### config.mk
export PLATFORM = sky130hd
export DESIGN_NAME = zbt_flow_sram
export DESIGN_NICKNAME = d
export VERILOG_FILES = /design/src/rtl/zbt_sram_pkg.sv /design/src/rtl/zbt_burst_order.sv /design/src/rtl/zbt_cmd_ctrl.sv /design/src/rtl/zbt_data_path.sv /design/src/rtl/zbt_flow_sram.sv
export SDC_FILE = /design/constraint.sdc
export NUM_CORES = 2
export LEC_CHECK = 0
export ABC_AREA = 0
export ABC_CLOCK_PERIOD_IN_PS = 9150
export CAP_MARGIN = 10
export CORE_MARGIN = 3
export CORE_UTILIZATION = 30
export DETAILED_ROUTE_END_ITERATION = 8
export PLACE_DENSITY = 0.5
export SLEW_MARGIN = 5
export SYNTH_ARGS = -nofsm -noshare
export SYNTH_HDL_FRONTEND = slang
export SYNTH_SLANG_ARGS = --single-unit
### constraint.sdc
create_clock -name clk -period 9.15 [get_ports clk]
set_input_delay 2.2875 -clock clk [delete_from_list [all_inputs] [get_ports clk]]
set_output_delay 2.2875 -clock clk [all_outputs]
set_load 0.02 [all_outputs]
### src/rtl/zbt_sram_pkg.sv
`timescale 1ns/1ps
package zbt_sram_pkg;

  // Strobes handed from the command control to the datapath each cycle.
  typedef struct packed {
    logic accValid;   // an access is in flight this cycle
    logic accWrite;   // 1 = write access, 0 = read access
  } accStrobe_t;

  typedef enum logic {
    BURST_LINEAR     = 1'b0,
    BURST_INTERLEAVE = 1'b1
  } burstOrder_e;

  localparam int BEAT_W = 2;  // beats per burst = 2**BEAT_W

endpackage

### src/rtl/zbt_burst_order.sv
`timescale 1ns/1ps
module zbt_burst_order
  import zbt_sram_pkg::*;
#(
  parameter int CNT_W = BEAT_W
) (
  input  logic [CNT_W-1:0] startLow,
  input  logic [CNT_W-1:0] beatNum,
  input  burstOrder_e      order,
  output logic [CNT_W-1:0] beatLow
);

  always_comb begin
    unique case (order)
      BURST_INTERLEAVE: beatLow = startLow ^ beatNum;
      default:          beatLow = startLow + beatNum;
    endcase
  end

endmodule

### src/rtl/zbt_cmd_ctrl.sv
`timescale 1ns/1ps
module zbt_cmd_ctrl
  import zbt_sram_pkg::*;
#(
  parameter int ADDR_W = 6,
  parameter int LANES  = 4
) (
  input  logic              clk,
  input  logic              rstN,
  input  logic [ADDR_W-1:0] addrIn,
  input  logic              advance,
  input  logic              writeN,
  input  logic [LANES-1:0]  byteWeN,
  input  logic              ce1N,
  input  logic              ce2,
  input  logic              ce3N,
  input  logic              burstMode,
  input  logic              sleep,
  output accStrobe_t        strb,
  output logic [ADDR_W-1:0] accAddr,
  output logic [LANES-1:0]  accBe
);

  localparam int HI_W = ADDR_W - BEAT_W;

  logic              chipSel;
  logic [ADDR_W-1:0] baseAddr;
  logic [BEAT_W-1:0] beatCnt;
  logic [BEAT_W-1:0] nextCnt;
  logic [BEAT_W-1:0] nextLow;
  logic              burstLive;
  logic              curWrite;
  logic [LANES-1:0]  curBe;
  logic              stValid;
  logic [ADDR_W-1:0] stAddr;

  assign chipSel = !ce1N && ce2 && !ce3N;
  assign nextCnt = beatCnt + BEAT_W'(1);

  zbt_burst_order #(.CNT_W(BEAT_W)) u_order (
    .startLow (baseAddr[BEAT_W-1:0]),
    .beatNum  (nextCnt),
    .order    (burstOrder_e'(burstMode)),
    .beatLow  (nextLow)
  );

  always_ff @(posedge clk or negedge rstN) begin
    if (!rstN) begin
      baseAddr  <= '0;
      beatCnt   <= '0;
      burstLive <= 1'b0;
      curWrite  <= 1'b0;
      curBe     <= '0;
      stValid   <= 1'b0;
      stAddr    <= '0;
    end else if (sleep) begin
      stValid <= 1'b0;                 // command ignored, burst state kept
    end else if (!advance) begin
      if (chipSel) begin
        baseAddr  <= addrIn;
        beatCnt   <= '0;
        burstLive <= 1'b1;
        curWrite  <= !writeN;
        curBe     <= ~byteWeN;
        stValid   <= 1'b1;
        stAddr    <= addrIn;
      end else begin
        burstLive <= 1'b0;
        stValid   <= 1'b0;
      end
    end else if (burstLive) begin
      beatCnt <= nextCnt;
      stValid <= 1'b1;
      stAddr  <= {baseAddr[ADDR_W-1 -: HI_W], nextLow};
    end else begin
      stValid <= 1'b0;
    end
  end

  assign strb.accValid = stValid;
  assign strb.accWrite = curWrite;
  assign accAddr       = stAddr;
  assign accBe         = curBe;

endmodule

### src/rtl/zbt_data_path.sv
`timescale 1ns/1ps
module zbt_data_path
  import zbt_sram_pkg::*;
#(
  parameter int DEPTH  = 64,
  parameter int DATA_W = 32,
  localparam int ADDR_W = $clog2(DEPTH),
  localparam int LANES  = DATA_W / 8
) (
  input  logic              clk,
  input  logic              rstN,
  input  accStrobe_t        strb,
  input  logic [ADDR_W-1:0] accAddr,
  input  logic [LANES-1:0]  accBe,
  input  logic [DATA_W-1:0] wrData,
  input  logic              outEnN,
  input  logic              sleep,
  output logic [DATA_W-1:0] rdData,
  output logic              rdValid
);

  // One-entry late-write buffer: data arrives one edge after its command
  // and is committed to the array one edge later still.
  logic              pendValid;
  logic [ADDR_W-1:0] pendAddr;
  logic [LANES-1:0]  pendBe;
  logic [DATA_W-1:0] pendData;
  logic [DATA_W-1:0] mergedData;
  logic              addrHit;

  always_ff @(posedge clk or negedge rstN) begin
    if (!rstN) begin
      pendValid <= 1'b0;
      pendAddr  <= '0;
      pendBe    <= '0;
      pendData  <= '0;
    end else begin
      pendValid <= strb.accValid && strb.accWrite;
      pendAddr  <= accAddr;
      pendBe    <= accBe;
      pendData  <= wrData;
    end
  end

  assign addrHit = pendValid && (pendAddr == accAddr);

  for (genvar g = 0; g < LANES; g++) begin : gLane
    logic [7:0] laneMem [DEPTH];

    always_ff @(posedge clk) begin
      if (pendValid && pendBe[g]) laneMem[pendAddr] <= pendData[g*8 +: 8];
    end

    assign mergedData[g*8 +: 8] = (addrHit && pendBe[g]) ? pendData[g*8 +: 8]
                                                         : laneMem[accAddr];
  end

  assign rdValid = strb.accValid && !strb.accWrite && !outEnN && !sleep;
  assign rdData  = rdValid ? mergedData : '0;

endmodule

### src/rtl/zbt_flow_sram.sv
`timescale 1ns/1ps
module zbt_flow_sram
  import zbt_sram_pkg::*;
#(
  parameter int DEPTH  = 64,
  parameter int DATA_W = 32,
  localparam int ADDR_W = $clog2(DEPTH),
  localparam int LANES  = DATA_W / 8
) (
  input  logic              clk,
  input  logic              rstN,
  input  logic [ADDR_W-1:0] addrIn,
  input  logic              advance,
  input  logic              writeN,
  input  logic [LANES-1:0]  byteWeN,
  input  logic              ce1N,
  input  logic              ce2,
  input  logic              ce3N,
  input  logic              burstMode,
  input  logic              outEnN,
  input  logic              sleep,
  input  logic [DATA_W-1:0] wrData,
  output logic [DATA_W-1:0] rdData,
  output logic              rdValid
);

  accStrobe_t        strb;
  logic [ADDR_W-1:0] accAddr;
  logic [LANES-1:0]  accBe;

  zbt_cmd_ctrl #(.ADDR_W(ADDR_W), .LANES(LANES)) u_ctrl (
    .clk       (clk),
    .rstN      (rstN),
    .addrIn    (addrIn),
    .advance   (advance),
    .writeN    (writeN),
    .byteWeN   (byteWeN),
    .ce1N      (ce1N),
    .ce2       (ce2),
    .ce3N      (ce3N),
    .burstMode (burstMode),
    .sleep     (sleep),
    .strb      (strb),
    .accAddr   (accAddr),
    .accBe     (accBe)
  );

  zbt_data_path #(.DEPTH(DEPTH), .DATA_W(DATA_W)) u_data (
    .clk     (clk),
    .rstN    (rstN),
    .strb    (strb),
    .accAddr (accAddr),
    .accBe   (accBe),
    .wrData  (wrData),
    .outEnN  (outEnN),
    .sleep   (sleep),
    .rdData  (rdData),
    .rdValid (rdValid)
  );

endmodule

==> key figures <==
Logic synthesis
  • Number of enable-type register cells in the synthesized netlist: 2,048
  • Synth Area per Inst: 20.22 um^2
  • Number of register bits inferred by synthesis: 2,112
  • Fraction of registers with async set/reset: 0.03030
  • Unique masters post-synth: 61
  • Count of synthesis-stage warnings from yosys: 0
  • Gate count after technology mapping: 4,054
  • Sequential cell area fraction in the yosys report: 0.7698
  • Predominant post-synthesis flop cell: edfxtp_1
  • Syn_nets: 4,107
  • Cell area after technology mapping: 81,970 um^2

Power
  • Net switching fraction of the power: 0.2922
  • Static leakage: 29.52 nW
  • Power density over the cells: 265.2 nW/um^2
  • Switching power of the nets: 7.294 mW
  • Internal power contribution: 17.67 mW
  • Share of power burned in registers: 0.436
  • Clock power frac: 0.351
  • Peak supply drop: 0.2376 mV
  • Power share of the combinational group: 0.213

Setup path
  • Worst EP required: 6860 ps
  • Data arrival time at the worst-slack endpoint: 5810 ps
  • Critical Path Most Common Cell: clkdlybuf4s50_1
  • Worst setup EP type: output pin
  • Startpoint type of the worst setup path: input port
  • Worst flop-to-flop path startpoint: u_data.pendAddr[0]
  • Register-to-Register Path Depth: 3
  • Classification of the worst setup path: in -> out
  • Peak per-stage delay on the critical path: 770 ps
  • Worst setup startpoint: sleep
  • CP cell instances: clkdlybuf4s50_1 -> or4b_2 -> clkinv_1 -> nand2_1 -> nor2_1 -> a211o_1 -> clkdlybuf4s50_1
  • Largest fanout of any net on the critical path: 6
  • Critical path's slowest cell: or4b_2

Floorplanning
  • Number of top-level pins: 85
  • Row cnt: 191
  • Die Height: 528.7 um
  • Die area: 279,500 um^2
  • Core Box Area: 271,200 um^2
  • Effective utilization at floorplan: 0.3022
  • Horizontal die dimension: 528.7 um

Flow run
  • Maximum Capacitance Violations: 0

Cells and area
  • Fraction of layout cells with a size suffix above 1: 0.2052
  • FILL cells: 25.21k
  • Synth-to-layout area growth: 14.84%
  • Commonest non-fill, non-tap cell in the layout: edfxtp_1
  • # nets final: 4,271
  • Post-route design area: 94,130 um^2
  • Core utilization of the finished layout: 0.3470
  • Most frequent cells in the layout: edfxtp_1 (2,048), mux4_2 (402), mux2i_1 (292), nor2_1 (290), clkbuf_16 (214)
  • Non-Filler Instances: 7,981

Timing
  • F_max: 123.5 MHz
  • Setup TNS: 0 ps
  • Number of endpoints failing setup at the final stage: 0
  • Unrepaired setup endpoints after global routing: no
  • Final Max Slew Viols: 0
  • Final Hold Viols: 0
  • Normalized max-slew margin: 0.1219
  • Fraction of the cycle the final worst path needs: 0.8851
  • Worst clock skew: 59.62 ps
  • Minimum period implied by the final worst setup slack: 8099 ps
  • Transition at the pin with the smallest max-transition slack: 1311 ps

Min path
  • Worst Min Path Start: u_ctrl.accBe[1]
  • Worst hold path depth: 0
  • Class of the tightest hold or removal check: reg -> reg

Run status
  • Result of the run: complete, no violations

Place
  • Post-detailed-placement half-perimeter wirelength: 151.4 mm
  • Placed cells: 7,570
  • Instance area after placement: 87,070 um^2
  • Weighted congestion reported at the end of routability-driven placement: 0.8235
  • Port bufs: 84

CTS
  • TritonCTS clock tree: done
  • Clock Sinks: 2,112
  • Buffer count from post-CTS setup fixing: 0
  • Bufs on Longest Clock Path: 3
  • Clock-pin slew on the worst setup and hold paths: 60 ps
  • Number of CTS-inserted buffers: 214
  • Post-CTS Hold Fix Bufs: 0
  • Clk_lat worst skew: 870 ps
  • Cells resized by post-CTS repair: 0
  • H-tree depth reported by CTS: 4
  • CTS root buffer: clkbuf_16

Routing
  • Vias post-DR: 41.21k
  • Detailed-router iteration count before antenna repair: 7
  • Number of routed nets with antenna violations: 0
  • Final wirelength: 239.1 mm
  • Routed length per instance: 29.96 um
  • Vias per std cell: 5.163
  • Number of DRC violations after detailed routing: 0
  • Initial detailed-routing violation count: 4,537

Global routing
  • Global-route wire length before repair: 333.0 mm
  • Antenna violations before repair: 18
  • Pin count of the biggest net entering global routing: 118
  • Vias in the first global route: 41.43k
  • Global route overflow: 0
  • Total global routing track utilization: 0.1680
[area by class of cell]
cell class	count	area (um^2)	area share
flip-flops and latches	2112	63160	0.6710
multi-input cells	1695	17690	0.1879
clock buffers	265	5567	0.05914
well taps	3570	4467	0.04745
repair buffers	190	1753	0.01862
clock inverters	133	1446	0.01537
diodes	11	27.53	0.0002924
inverters	5	18.77	0.0001994
[Yosys cell counts, types with 4 or more instances]
cell | count | area [um^2]
a211oi_1 | 6 | 45.04
nor2b_1 | 24 | 150.1
a21oi_1 | 28 | 140.1
a311o_1 | 5 | 50.05
o22ai_1 | 10 | 62.56
a221oi_1 | 5 | 43.79
buf_4 | 33 | 247.7
buf_2 | 95 | 475.5
dfrtp_1 | 64 | 1602
nand4_1 | 17 | 106.4
o221ai_1 | 4 | 35.03
a31o_2 | 5 | 43.79
clkbuf_1 | 80 | 300.3
a2111o_1 | 7 | 78.83
mux2i_1 | 292 | 2923
a22oi_1 | 197 | 1479
a22o_1 | 13 | 113.9
mux4_2 | 402 | 9054
nand3_1 | 57 | 285.3
nor4_1 | 11 | 68.82
edfxtp_1 | 2048 | 61500
nor2_1 | 294 | 1104
o21ai_0 | 18 | 90.09
a31oi_1 | 43 | 269.0
xnor2_1 | 9 | 78.83
and2_1 | 5 | 31.28
buf_1 | 24 | 90.09
nand2b_1 | 10 | 62.56
and3_1 | 22 | 137.6
nor3_1 | 12 | 60.06
buf_6 | 10 | 112.6
mux2_2 | 19 | 214.0
and3b_1 | 4 | 35.03
a211o_1 | 5 | 43.79
nor3b_1 | 14 | 105.1
nand2_1 | 131 | 491.7
[path summary, 6_finish.rpt]
path	to	slack (ps)
worst min register to register	u_data.pendBe[1]	370
max in group asynchronous	u_ctrl.accAddr[0]	6470
worst max register to register	u_data.gLane[1].laneMem[56][3]	5480
worst min-delay path	u_data.pendBe[1]	370
worst max-delay path	rdData[14]	1050
min in group asynchronous	u_data.pendData[2]	1340
[registers in the layout, summed over array words and instances, names as in the netlist]
name and cells:
u_data.pendBe 4, u_ctrl.curWrite 1, u_data.pendAddr 6, u_data.gLane.laneMem 2048
u_ctrl.burstLive 1, u_ctrl.accAddr 6, u_data.pendData 32, u_ctrl.baseAddr 6
u_ctrl.stValid 1, u_data.pendValid 1, u_ctrl.accBe 4, u_ctrl.beatCnt 2
[per-layer routing]
layer / wire length [um] / GRT usage / vias to the layer above / share of wire
li1: - / - / 17060 / -
met1: 102200 / 0.2336 / 22200 / 0.43
met2: 110300 / 0.2587 / 1635 / 0.46
met3: 18870 / 0.04028 / 320 / 0.079
met4: 7770 / 0.05553 / 0 / 0.032
met5: 0 / 0 / - / 0
[per-stage QoR]
step	worst slack, ps	total power, mW	hold slack (ps)
after floorplan	2532	14.44	348.7
after global placement	972.6	16.46	360.4
after detailed placement	978.7	16.45	369.0
after CTS	974.2	25.20	373.5
after global routing	978.0	25.80	383.9
final	1051	24.96	374.6
[critical path, delay by kind of cell]
family	cells	cell delay (ps)
AO/OA/AOI/OAI	1	340
buffers and inverters	3	1550
AND/OR/NAND/NOR	3	1590
[cells by family (layout without fill, tap and decap cells)]
logic type	after synthesis	after routing	synth area share
other cells	0	11	0
xor+xnor	9	9	0.0009617
mux	713	713	0.1487
flops	2112	2112	0.7698
simple gates	609	609	0.03290
fa+ha+maj	1	1	0.0001526
compound gates	363	363	0.03225
buf+inv	247	593	0.01519
[power groups by stage]
stage	Clock, mW	Sequential [mW]	Combinational [mW]
after floorplan	0	10.9	3.50
after global placement	0	11.1	5.36
after CTS	8.94	10.9	5.37
after global routing	9.33	10.9	5.58
final	8.75	10.9	5.31
after detailed placement	0	11.1	5.36
No activity file was read; power rests on OpenSTA's default activity.
